### config.mk
export PLATFORM = sky130hd
export DESIGN_NAME = boot_mode_seq
export DESIGN_NICKNAME = d
export VERILOG_FILES = /design/src/rtl/boot_mode_seq.sv
export SDC_FILE = /design/constraint.sdc
export NUM_CORES = 1
export LEC_CHECK = 0
export ABC_CLOCK_PERIOD_IN_PS = 2900
export BUFFER_PORTS_ARGS = -buffer_cell sky130_fd_sc_hd__buf_4
export CORE_MARGIN = 2
export CORE_UTILIZATION = 45
export CTS_CLUSTER_DIAMETER = 120
export DETAILED_ROUTE_END_ITERATION = 8
export GPL_TIMING_DRIVEN = 0
export PLACE_DENSITY = 0.77
export SLEW_MARGIN = 20
export SYNTH_ARGS = -nofsm -noshare
export SYNTH_HDL_FRONTEND = slang
export SYNTH_SLANG_ARGS = --single-unit
### constraint.sdc
create_clock -name clk -period 2.9 [get_ports clk]
set_input_delay 0.58 -clock clk [delete_from_list [all_inputs] [get_ports clk]]
set_output_delay 0.58 -clock clk [all_outputs]
set_load 0.005 [all_outputs]
### src/rtl/boot_mode_seq.sv
module boot_mode_seq #(
  parameter int WAIT_CYC = 320,
  parameter logic [15:0] BOOT_VEC = 16'h8000,
  parameter logic [15:0] USER_VEC = 16'h0000,
  parameter logic [6:0] REQ_ADDR = 7'h34,
  parameter logic [6:0] LDR_ADDR = 7'h36,
  parameter logic [7:0] CMD_BYTE = 8'hF0
) (
  input  logic        clk,
  input  logic        rst,
  input  logic        por,
  input  logic        jtag_req,
  input  logic        i2c_stb,
  input  logic [6:0]  i2c_addr,
  input  logic        i2c_wr,
  input  logic [7:0]  i2c_data,
  output logic        jump_vld,
  output logic [15:0] jump_tgt,
  output logic [1:0]  pss,
  output logic        slv_en,
  output logic [6:0]  slv_addr,
  output logic        slv_rst,
  output logic        pwl,
  output logic        rod
);
  localparam int CW = $clog2(WAIT_CYC + 1);
  localparam logic [CW-1:0] LAST = CW'(WAIT_CYC - 1);

  typedef enum logic [3:0] {
    S_BOOT, S_WAIT, S_SRST, S_PWL, S_ROD, S_CHK, S_JLDR, S_ILDR, S_RUN
  } st_t;

  st_t st;
  logic [CW-1:0] cnt;
  logic req;

  wire cmd_wr  = i2c_stb && i2c_wr && (i2c_data == CMD_BYTE);
  wire req_wr  = cmd_wr && (i2c_addr == REQ_ADDR);
  wire exit_wr = cmd_wr && (i2c_addr == LDR_ADDR) && (st == S_ILDR);
  wire go_user = (st == S_CHK) && !jtag_req && !req;

  assign jump_vld = (st == S_BOOT) || go_user || exit_wr;
  assign jump_tgt = (st == S_BOOT) ? BOOT_VEC : USER_VEC;
  assign slv_en   = (st == S_ILDR);
  assign slv_addr = slv_en ? LDR_ADDR : REQ_ADDR;
  assign slv_rst  = (st == S_SRST);

  always_ff @(posedge clk) begin
    if (por) req <= 1'b0;
    else if (exit_wr) req <= 1'b0;
    else if (req_wr) req <= 1'b1;
  end

  always_ff @(posedge clk) begin
    if (rst) begin
      st  <= S_BOOT;
      cnt <= '0;
      pss <= 2'b00;
      pwl <= 1'b0;
      rod <= 1'b0;
    end else begin
      unique case (st)
        S_BOOT: begin
          cnt <= '0;
          st  <= S_WAIT;
        end
        S_WAIT: begin
          cnt <= cnt + 1'b1;
          if (cnt == LAST) st <= S_SRST;
        end
        S_SRST: st <= S_PWL;
        S_PWL: begin
          pwl <= 1'b1;
          st  <= S_ROD;
        end
        S_ROD: begin
          rod <= 1'b1;
          st  <= S_CHK;
        end
        S_CHK: begin
          if (jtag_req) begin
            pss <= 2'b00;
            st  <= S_JLDR;
          end else if (req) begin
            pss <= 2'b01;
            st  <= S_ILDR;
          end else begin
            st  <= S_RUN;
          end
        end
        S_ILDR: if (exit_wr) st <= S_RUN;
        S_JLDR: st <= S_JLDR;
        S_RUN:  st <= S_RUN;
        default: st <= S_BOOT;
      endcase
    end
  end
endmodule


==> out/results.tsv, run 1 <==
metric	value	unit
required	2.32	ns
fmax	0.435	GHz
critPathKind	input pin to output pin	
syn_inst	140	
wl_per_cell	10.4	um
maxSlewHeadroom	0.595	
diodes	0	
cts.path.max_buffers	2	
synth.area.top_cells	dfxtp_1 (30%), buf_4 (16%), a21oi_1 (4.8%), nor4_2 (4.4%), nand2_1 (3.3%)	
cts_tree	built	
synth_cell_types	39	
outcome	finished clean	
grt_overflow	0	
drtIter0Drc	20	
setup_viol	0	
postCtsHoldBufs	0	
htree_levels	1	
cts_sinks	17	
io_pins	51	
gp_congestion	0.897	
core_area	2430	um^2
yosysSeqAreaShare	0.299	
cts-root-buf	clkbuf_4	
numCtsBuffers	3	
yosysTopAreaCellShare	0.299	
grt_usage	0.167	
final_nets	215	
cts_resized	0	
chipWidth	54.3	um
fin_worst_skew	0.0110	ns
p_per_area	356	nW/um^2
ant_nets	0	
firstDrtPassIters	4	
dpl.cell_count	218	
crit_arrival	1.72	ns
vias	1067	
clkTransAtPathRegs	0.11	ns
drive_gt1_frac	0.359	
grt_pass1_vias	891	
post-cts-setup-buffers	0	
rrSetupSlack	1.36	ns
leakagePower	0.000654	uW
start_util	0.468	
maxCapViolCount	0	
finalCriticalPeriod	2.30	ns
via_per_inst	4.81	
crit_path_end_kind	output pin	
hold_viol_final	0	
drc	0	
ir_worst_vdd	0.275	mV
fp.dieH	54.3	um
stdcell_count	222	
startpoint_type	input pin	
antenna_found_initial	0	
row_count	18	
grt_pass1_wl	3620	um
ys_ff_latch	17	
hold_ws	0.472	ns
routed_wl	2300	um
rsz0062_at_grt	false	
report.final.slew_viol_count	0	
numPortBuffers	28	
syn_area_per_cell	8.12	um^2
syn-cell-area	1140	um^2
dpl.hpwl	1860	um
final_common_cell	buf_4	
layout_common_cells	buf_4 (52), conb_1 (22), dfxtp_1 (17)	
grt_max_degree	11	
fin_setup_tns	0	ns
holdCritPathClass	input pin to flip-flop	
die-area	2950	um^2
clock_latency	0.29	ns
fin_crit_sh	0.792	
crit_fanout	4	
yosys_warnings	0	
area_growth	30.8	%
yosysTopAreaCell	dfxtp_1	
tightest_slew	0.602	ns
## critical path, stage by stage
cell	delay, ns
buf_4	0.11
nor4b_1	0.29
nand4_1	0.20
nor3_1	0.24
a221o_1	0.19
buf_4	0.11
## through the flow
step,power (uW),util,setup WS (ns),area (um^2)
6_report,529,0.612,0.602,1490
5_1_grt,561,0.612,0.455,1490
4_1_cts,530,0.612,0.599,1490
3_5_place_dp,404,0.600,0.618,1460
3_3_place_gp,399,0.600,0.611,1460
2_1_floorplan,354,-,0.920,1210
## synth_stat cells (all sizes together)
master and count:
xnor2 4, nor3 7, nand3 4, nor2 9, nor4 7, nor4bb 1, a21oi 11, a221o 1
nor4b 1, inv 4, conb 2, or3b 1, buf 29, nand2 10, a311oi 1, o311a 1
clkbuf 1, and4b 2, o21ai 7, nor2b 1, a211oi 1, nand2b 2, mux2i 1, ha 1
dfxtp 17, o21ba 1, nor3b 1, a41oi 1, or2 1, or3 2, o21a 5, nand4 1
and2 1, o32ai 1
## cells by family after synthesis
family,Yosys count,synth area share
AO/OA/AOI/OAI,30,0.168
XOR/XNOR,4,0.0308
adder cells (fa/ha/maj),1,0.0110
buffers and inverters,34,0.202
flip-flops,17,0.299
multiplexers,1,0.00880
other,2,0.00660
AND/OR/NAND/NOR,51,0.273
## path summary, 6_finish.rpt
path | startpoint | to | cells after the start
max | i2c_data[0] | jump_vld | 6
min | jtag_req | pss[0]$_SDFFE_PP0P_ | 2
max reg2reg | cnt[0]$_SDFFE_PP0P_ | st[1]$_SDFFE_PP0P_ | 5
min reg2reg | cnt[1]$_SDFFE_PP0P_ | cnt[1]$_SDFFE_PP0P_ | 2
## state kept, by name (all words and copies together), names as in the netlist
| name | cells |
|---|---|
| req | 1 |
| cnt | 9 |
| rod | 1 |
| pwl | 1 |
| st | 4 |
| pss | 1 |
## per-layer routing
layer,part of all wire,up-vias,GRT usage
met5,0,-,0
met4,0,0,0.0583
met3,0.073,0,0.0328
met2,0.47,43,0.293
met1,0.46,471,0.202
li1,-,553,-
## power breakdown
part	internal (uW)	switching (uW)	leakage (uW)	total (uW)
sequential	242	5.76	0.000138	248
combinational	82.0	70.1	0.000498	152
clock	51.3	78.0	0.0000177	129
total	375	154	0.000654	529
## cell type report
type,count,area (um^2)
Buffer,30,215
Sequential cell,17,340
Multi-Input combinational cell,109,642
Clock inverter,1,5.00
Fill cell,217,945
Clock buffer,3,22.5
Inverter,4,15.0
Tap cell,30,37.5
Timing Repair Buffer,28,210
Power figures use the tool's default switching activity.
==> inputs of run 2 (changes only) <==
--- a/config.mk
+++ b/config.mk
@@ -5,14 +5,15 @@
 export SDC_FILE = /design/constraint.sdc
 export NUM_CORES = 1
 export LEC_CHECK = 0
-export ABC_CLOCK_PERIOD_IN_PS = 2900
+export ABC_AREA = 1
+export ABC_CLOCK_PERIOD_IN_PS = 2100
 export BUFFER_PORTS_ARGS = -buffer_cell sky130_fd_sc_hd__buf_4
 export CORE_MARGIN = 2
-export CORE_UTILIZATION = 45
+export CORE_UTILIZATION = 41
 export CTS_CLUSTER_DIAMETER = 120
 export DETAILED_ROUTE_END_ITERATION = 8
 export GPL_TIMING_DRIVEN = 0
-export PLACE_DENSITY = 0.77
+export PLACE_DENSITY = 0.74
 export SLEW_MARGIN = 20
 export SYNTH_ARGS = -nofsm -noshare
 export SYNTH_HDL_FRONTEND = slang
==> constraint.sdc (replaced) <==
create_clock -name clk -period 2.1 [get_ports clk]
set_input_delay 0.42 -clock clk [delete_from_list [all_inputs] [get_ports clk]]
set_output_delay 0.42 -clock clk [all_outputs]
set_load 0.005 [all_outputs]
==> out/results.tsv, run 2 <==
metric	value	unit	change
outcome	finished clean		unchanged
ir_worst_vdd	0.377	mV	was 0.275 mV
fmax	0.538	GHz	
synth_cell_types	23		was 39
crit_path_end_kind	output pin		unchanged
crit_buf_inv	2		unchanged
critical_path.cell_chain	inv_1 -> nand2_1 -> nor3_4 -> nand3_1 -> nand3b_1 -> buf_4		was buf_4 -> nor4b_1 -> nand4_1 -> nor3_1 -> a221o_1 -> buf_4
cts_tree	built		unchanged
grt_usage	0.161		was 0.167
via_per_inst	4.41		was 4.81
ys.flop_type	dfxtp_1		unchanged
critPathKind	flip-flop to output pin		was input pin to output pin
fin_setup_tns	0	ns	unchanged
grt_pass1_wl	4000	um	was 3620 um
yosysTopAreaCellShare	0.307		was 0.299
cpPeakStageDelay	0.34	ns	was 0.29 ns
core_area	2520	um^2	was 2430 um^2
hold_viol_final	0		unchanged
syn-cell-area	1110	um^2	was 1140 um^2
fp.dieH	56	um	was 54.3 um
rrSetupSlack	0.66	ns	was 1.36 ns
crit_fanout	5		was 4
largest_register	cnt		unchanged
drc	0		unchanged
synth.most_common_cell	nand2_1		was buf_4
synthTopCellsByCount	nand2_1 (38), nor2_1 (25), buf_4 (23), inv_1 (20), dfxtp_1 (17)		was buf_4 (24), dfxtp_1 (17), a21oi_1 (11), nand2_1 (10), nor2_1 (9)
dpl.hpwl	1840	um	was 1860 um
cp_slowest_cell	dfxtp_1		was nor4b_1
numCtsBuffers	3		unchanged
die-area	3140	um^2	was 2950 um^2
rsz0062_at_grt	false		unchanged
cp.depth	6		unchanged
area_growth	30.8	%	about the same
largest_reg_flops	9		unchanged
leakagePower	0.000762	uW	was 0.000654 uW
drtIter0Drc	37		was 20
cts-root-buf	clkbuf_4		unchanged
post-cts-setup-buffers	0		unchanged
p_per_area	540	nW/um^2	was 356 nW/um^2
startpoint_type	flip-flop		was input pin
clock_latency	0.31	ns	was 0.29 ns
cts.path.max_buffers	2		unchanged
cts_sinks	17		unchanged
postCtsHoldBufs	0		unchanged
maxCapViolCount	0		unchanged
chipWidth	56	um	was 54.3 um
yosys_warnings	0		unchanged
reg_top3	cnt (9), st (4)		unchanged
wl_per_cell	8.91	um	was 10.4 um
cts_resized	0		unchanged
routed_wl	2260	um	was 2300 um
crit_family	simple AND/OR/NAND/NOR gates		unchanged
numPortBuffers	27		was 28
start_util	0.439		was 0.468
holdCritPathClass	input pin to flip-flop		unchanged
syn_area_per_cell	6.41	um^2	was 8.12 um^2
crit_arrival	1.44	ns	was 1.72 ns
fin_worst_skew	0.0104	ns	was 0.0110 ns
antenna_found_initial	0		unchanged
synth.area.top_cells	dfxtp_1 (31%), buf_4 (16%), nand2_1 (13%), nor2_1 (8.5%), inv_1 (6.8%)		was dfxtp_1 (30%), buf_4 (16%), a21oi_1 (4.8%), nor4_2 (4.4%), nand2_1 (3.3%)
syn_inst	173		was 140
fin_crit_sh	0.886		
drive_gt1_frac	0.254		was 0.359
yosysSeqAreaShare	0.307		was 0.299
io_pins	51		unchanged
grt_overflow	0		unchanged
report.final.slew_viol_count	0		unchanged
grt_pass1_vias	991		was 891
ys_ff_latch	17		unchanged
reg2reg_depth	10		was 5
async_flop_share	0		unchanged
clkTransAtPathRegs	0.11	ns	about the same
layout_common_cells	buf_4 (50), nand2_1 (38), nor2_1 (25)		was buf_4 (52), conb_1 (22), dfxtp_1 (17)
required	1.68	ns	was 2.32 ns
p_total	783	uW	was 529 uW
firstDrtPassIters	4		unchanged
gp_congestion	0.798		was 0.897
row_count	18		unchanged
synth-edff-count	0		unchanged
n_fill_cell	245		was 217
diodes	0		unchanged
final_common_cell	buf_4		unchanged
yosysTopAreaCell	dfxtp_1		unchanged
hold-path-cell-count	4		was 2
ant_nets	0		unchanged
setup_viol	0		unchanged
grt_max_degree	11		unchanged
vias	1119		was 1067
finalCriticalPeriod	1.86	ns	
final_nets	247		was 215
htree_levels	1		unchanged
==> run 2: power breakdown <==
group          leakage (uW)  internal (uW)  switching (uW)
logic              0.000609            113             129
clock network     0.0000150           74.2             112
registers          0.000138            340            15.4
total              0.000762            527             256
==> run 2: through the flow <==
stage | cell area (um^2) | std cells | util | hold WS (ns) | setup slack [ns]
floorplan | 1180 | 193 | - | 0.447 | 0.722
global placement | 1420 | 250 | 0.564 | 0.457 | 0.431
detailed placement | 1420 | 250 | 0.564 | 0.463 | 0.434
CTS | 1450 | 254 | 0.575 | 0.325 | 0.239
global route | 1450 | 254 | 0.575 | 0.324 | 0.106
finish | 1450 | 254 | 0.575 | 0.328 | 0.240
==> run 2: final timing paths <==
kind,from,end
max,st[3]$_SDFFE_PP0P_,jump_vld
min,por,req$_SDFFE_PP0P_
max reg2reg,cnt[0]$_SDFFE_PP0P_,st[0]$_SDFFE_PP0P_
min reg2reg,cnt[1]$_SDFFE_PP0P_,cnt[1]$_SDFFE_PP0P_
==> run 2: cell families (layout without fill, tap and decap cells) <==
logic type	count (synthesis)	in the layout	share of synthesized area
buf+inv	46	77	0.234
compound gates	20	20	0.0993
flops	17	17	0.307
simple gates	87	87	0.342
fa+ha+maj	1	1	0.0113
other cells	2	22	0.00677
==> run 2: worst register-to-register path: stages (launching register included) <==
cell	delay, ns
dfxtp_1	0.39
ha_1	0.18
nand2_1	0.11
nor2_1	0.14
nand2_1	0.09
nor2_1	0.11
nor2_1	0.06
inv_1	0.08
nand3_1	0.08
nand2_1	0.07
inv_1	0.04
==> run 2: cell type report <==
cell class                      instances  area (um^2)  area share
Inverter                               22         82.6      0.0569
Tap cell                               30         37.5      0.0259
Clock buffer                            4         26.3      0.0181
Multi-Input combinational cell        130          584       0.403
Sequential cell                        17          340       0.235
Buffer                                 24          176       0.122
Timing Repair Buffer                   27          203       0.140
==> run 2: per-layer routing <==
layer | vias up | global-route usage | wire length [um]
li1 | 611 | - | -
met1 | 457 | 0.197 | 1020
met2 | 44 | 0.261 | 1010
met3 | 7 | 0.0163 | 167
met4 | 0 | 0.112 | 74
met5 | - | 0 | 0
==> inputs of run 3 (changes only) <==
--- a/config.mk
+++ b/config.mk
@@ -7,7 +7,7 @@
 export LEC_CHECK = 0
 export ABC_AREA = 1
 export ABC_CLOCK_PERIOD_IN_PS = 2100
-export BUFFER_PORTS_ARGS = -buffer_cell sky130_fd_sc_hd__buf_4
+export BUFFER_PORTS_ARGS = -buffer_cell sky130_fd_sc_hd__buf_2
 export CORE_MARGIN = 2
 export CORE_UTILIZATION = 41
 export CTS_CLUSTER_DIAMETER = 120
==> out/results.tsv, run 3 (same netlist as run 2, synthesis figures left out) <==
metric	value	unit	change
io_pins	51		unchanged
diodes	0		unchanged
rrSetupSlack	0.68	ns	was 0.66 ns
hold_viol_final	0		unchanged
grt_max_degree	11		unchanged
clkTransAtPathRegs	0.10	ns	was 0.11 ns
setup_viol	0		unchanged
finalWorstSetupSlack	0.273	ns	was 0.240 ns
cts-root-buf	clkbuf_4		unchanged
layout_common_cells	nand2_1 (38), buf_2 (27), nor2_1 (25)		was buf_4 (50), nand2_1 (38), nor2_1 (25)
hold_ws	0.349	ns	was 0.328 ns
leakagePower	0.000744	uW	was 0.000762 uW
report.final.slew_viol_count	0		unchanged
outcome	finished clean		unchanged
fmax	0.547	GHz	was 0.538 GHz
crit_path_end_kind	output pin		unchanged
numCtsBuffers	3		unchanged
grt_pass1_wl	3840	um	was 4000 um
cts_sinks	17		unchanged
fin_setup_tns	0	ns	unchanged
row_count	18		unchanged
die-area	3140	um^2	unchanged
cts.path.max_buffers	2		unchanged
drive_gt1_frac	0.254		unchanged
area_growth	24.7	%	was 30.8%
chipWidth	56	um	unchanged
firstDrtPassIters	4		unchanged
startpoint_type	flip-flop		unchanged
numPortBuffers	27		unchanged
routed_wl	2170	um	was 2260 um
combPwrFrac	0.292		was 0.309
clock_latency	0.29	ns	was 0.31 ns
required	1.68	ns	about the same
worstHoldStart	por		unchanged
min_to	req$_SDFFE_PP0P_		unchanged
final_nets	247		unchanged
drc	0		unchanged
largest_reg_flops	9		unchanged
critPathKind	flip-flop to output pin		unchanged
antenna_found_initial	0		unchanged
post-cts-setup-buffers	0		unchanged
fp.dieH	56	um	unchanged
start_util	0.439		unchanged
reg2reg_to	cnt[4]$_SDFFE_PP0P_		was st[0]$_SDFFE_PP0P_
holdCritPathClass	input pin to flip-flop		unchanged
final_common_cell	nand2_1		was buf_4
postCtsHoldBufs	0		unchanged
wl_per_cell	8.53	um	was 8.91 um
clkPwrFrac	0.237		about the same
finalCriticalPeriod	1.83	ns	was 1.86 ns
p_per_area	547	nW/um^2	was 540 nW/um^2
via_per_inst	4.33		was 4.41
htree_levels	1		unchanged
dpl.hpwl	1770	um	was 1840 um
internal-power	508	uW	was 527 uW
drtIter0Drc	30		was 37
crit_fanout	5		unchanged
switching_share	0.328		was 0.327
grt_usage	0.150		was 0.161
rr_startpoint	st[3]$_SDFFE_PP0P_		was cnt[0]$_SDFFE_PP0P_
gp_congestion	0.838		was 0.798
cts_tree	built		unchanged
cts_resized	0		unchanged
vias	1100		was 1119
hold-path-cell-count	4		unchanged
grt_pass1_vias	948		was 991
fin_worst_skew	0.00430	ns	was 0.0104 ns
crit_arrival	1.41	ns	was 1.44 ns
reg2reg_depth	7		was 10
fin_crit_sh	0.870		was 0.886
grt_overflow	0		unchanged
switching_power	248	uW	was 256 uW
core_area	2520	um^2	unchanged
largest_register	cnt		unchanged
p_seq_frac	0.470		was 0.454
crit_path_start	st[3]$_SDFFE_PP0P_		unchanged
rsz0062_at_grt	false		unchanged
reg_top3	cnt (9), st (4)		unchanged
pre_cts_ws	0.458	ns	was 0.434 ns
ir_worst_vdd	0.457	mV	was 0.377 mV
maxCapViolCount	0		unchanged
ant_nets	0		unchanged
run 3: cell counts in the layout (fill, tap and decap cells not counted):
No cell type changed its count.
run 3: cell type report:
cell class	instances	area (um^2)
fillers	256	1140
multi-input cells	130	584
flip-flops and latches	17	340
plain buffers	24	176
repair buffers	27	135
inverters	22	82.6
well taps	30	37.5
clock buffers	4	26.3
run 3: per-stage QoR:
stage / total power [uW] / utilization / cell area, um^2 / cells
after floorplan: 521 / - / 1180 / 193
after global placement: 581 / 0.538 / 1360 / 250
after detailed placement: 583 / 0.538 / 1360 / 250
after CTS: 759 / 0.548 / 1380 / 254
after global routing: 811 / 0.548 / 1380 / 254
final: 756 / 0.548 / 1380 / 254
run 3: how the worst max path moves through the flow:
stage | end | cells after the start
floorplan | jump_vld | 4
global placement | jump_vld | 6
detailed placement | jump_vld | 6
CTS | jump_vld | 6
global route | jump_vld | 6
finish | jump_vld | 6
run 3: metal layers:
| metal | routed length [um] | GRT usage |
|---|---|---|
| met1 | 1030 | 0.201 |
| met2 | 936 | 0.227 |
| met3 | 164 | 0.0372 |
| met4 | 33 | 0.0646 |
| met5 | 0 | 0 |
run 3: power by group through the flow:
| stage | Clock, uW | Combinational, uW | Sequential, uW |
|---|---|---|---|
| floorplan | 0 | 160 | 360 |
| global placement | 0 | 219 | 362 |
| detailed placement | 0 | 220 | 363 |
| CTS | 184 | 220 | 355 |
| global route | 201 | 251 | 359 |
| finish | 179 | 221 | 355 |
run 3: critical path, stage by stage (launching register included):
cell      delay [ns]
dfxtp_1         0.34
inv_1           0.10
nand2_1         0.12
nor3_4          0.22
nand3_1         0.13
nand3b_1        0.09
buf_2           0.12
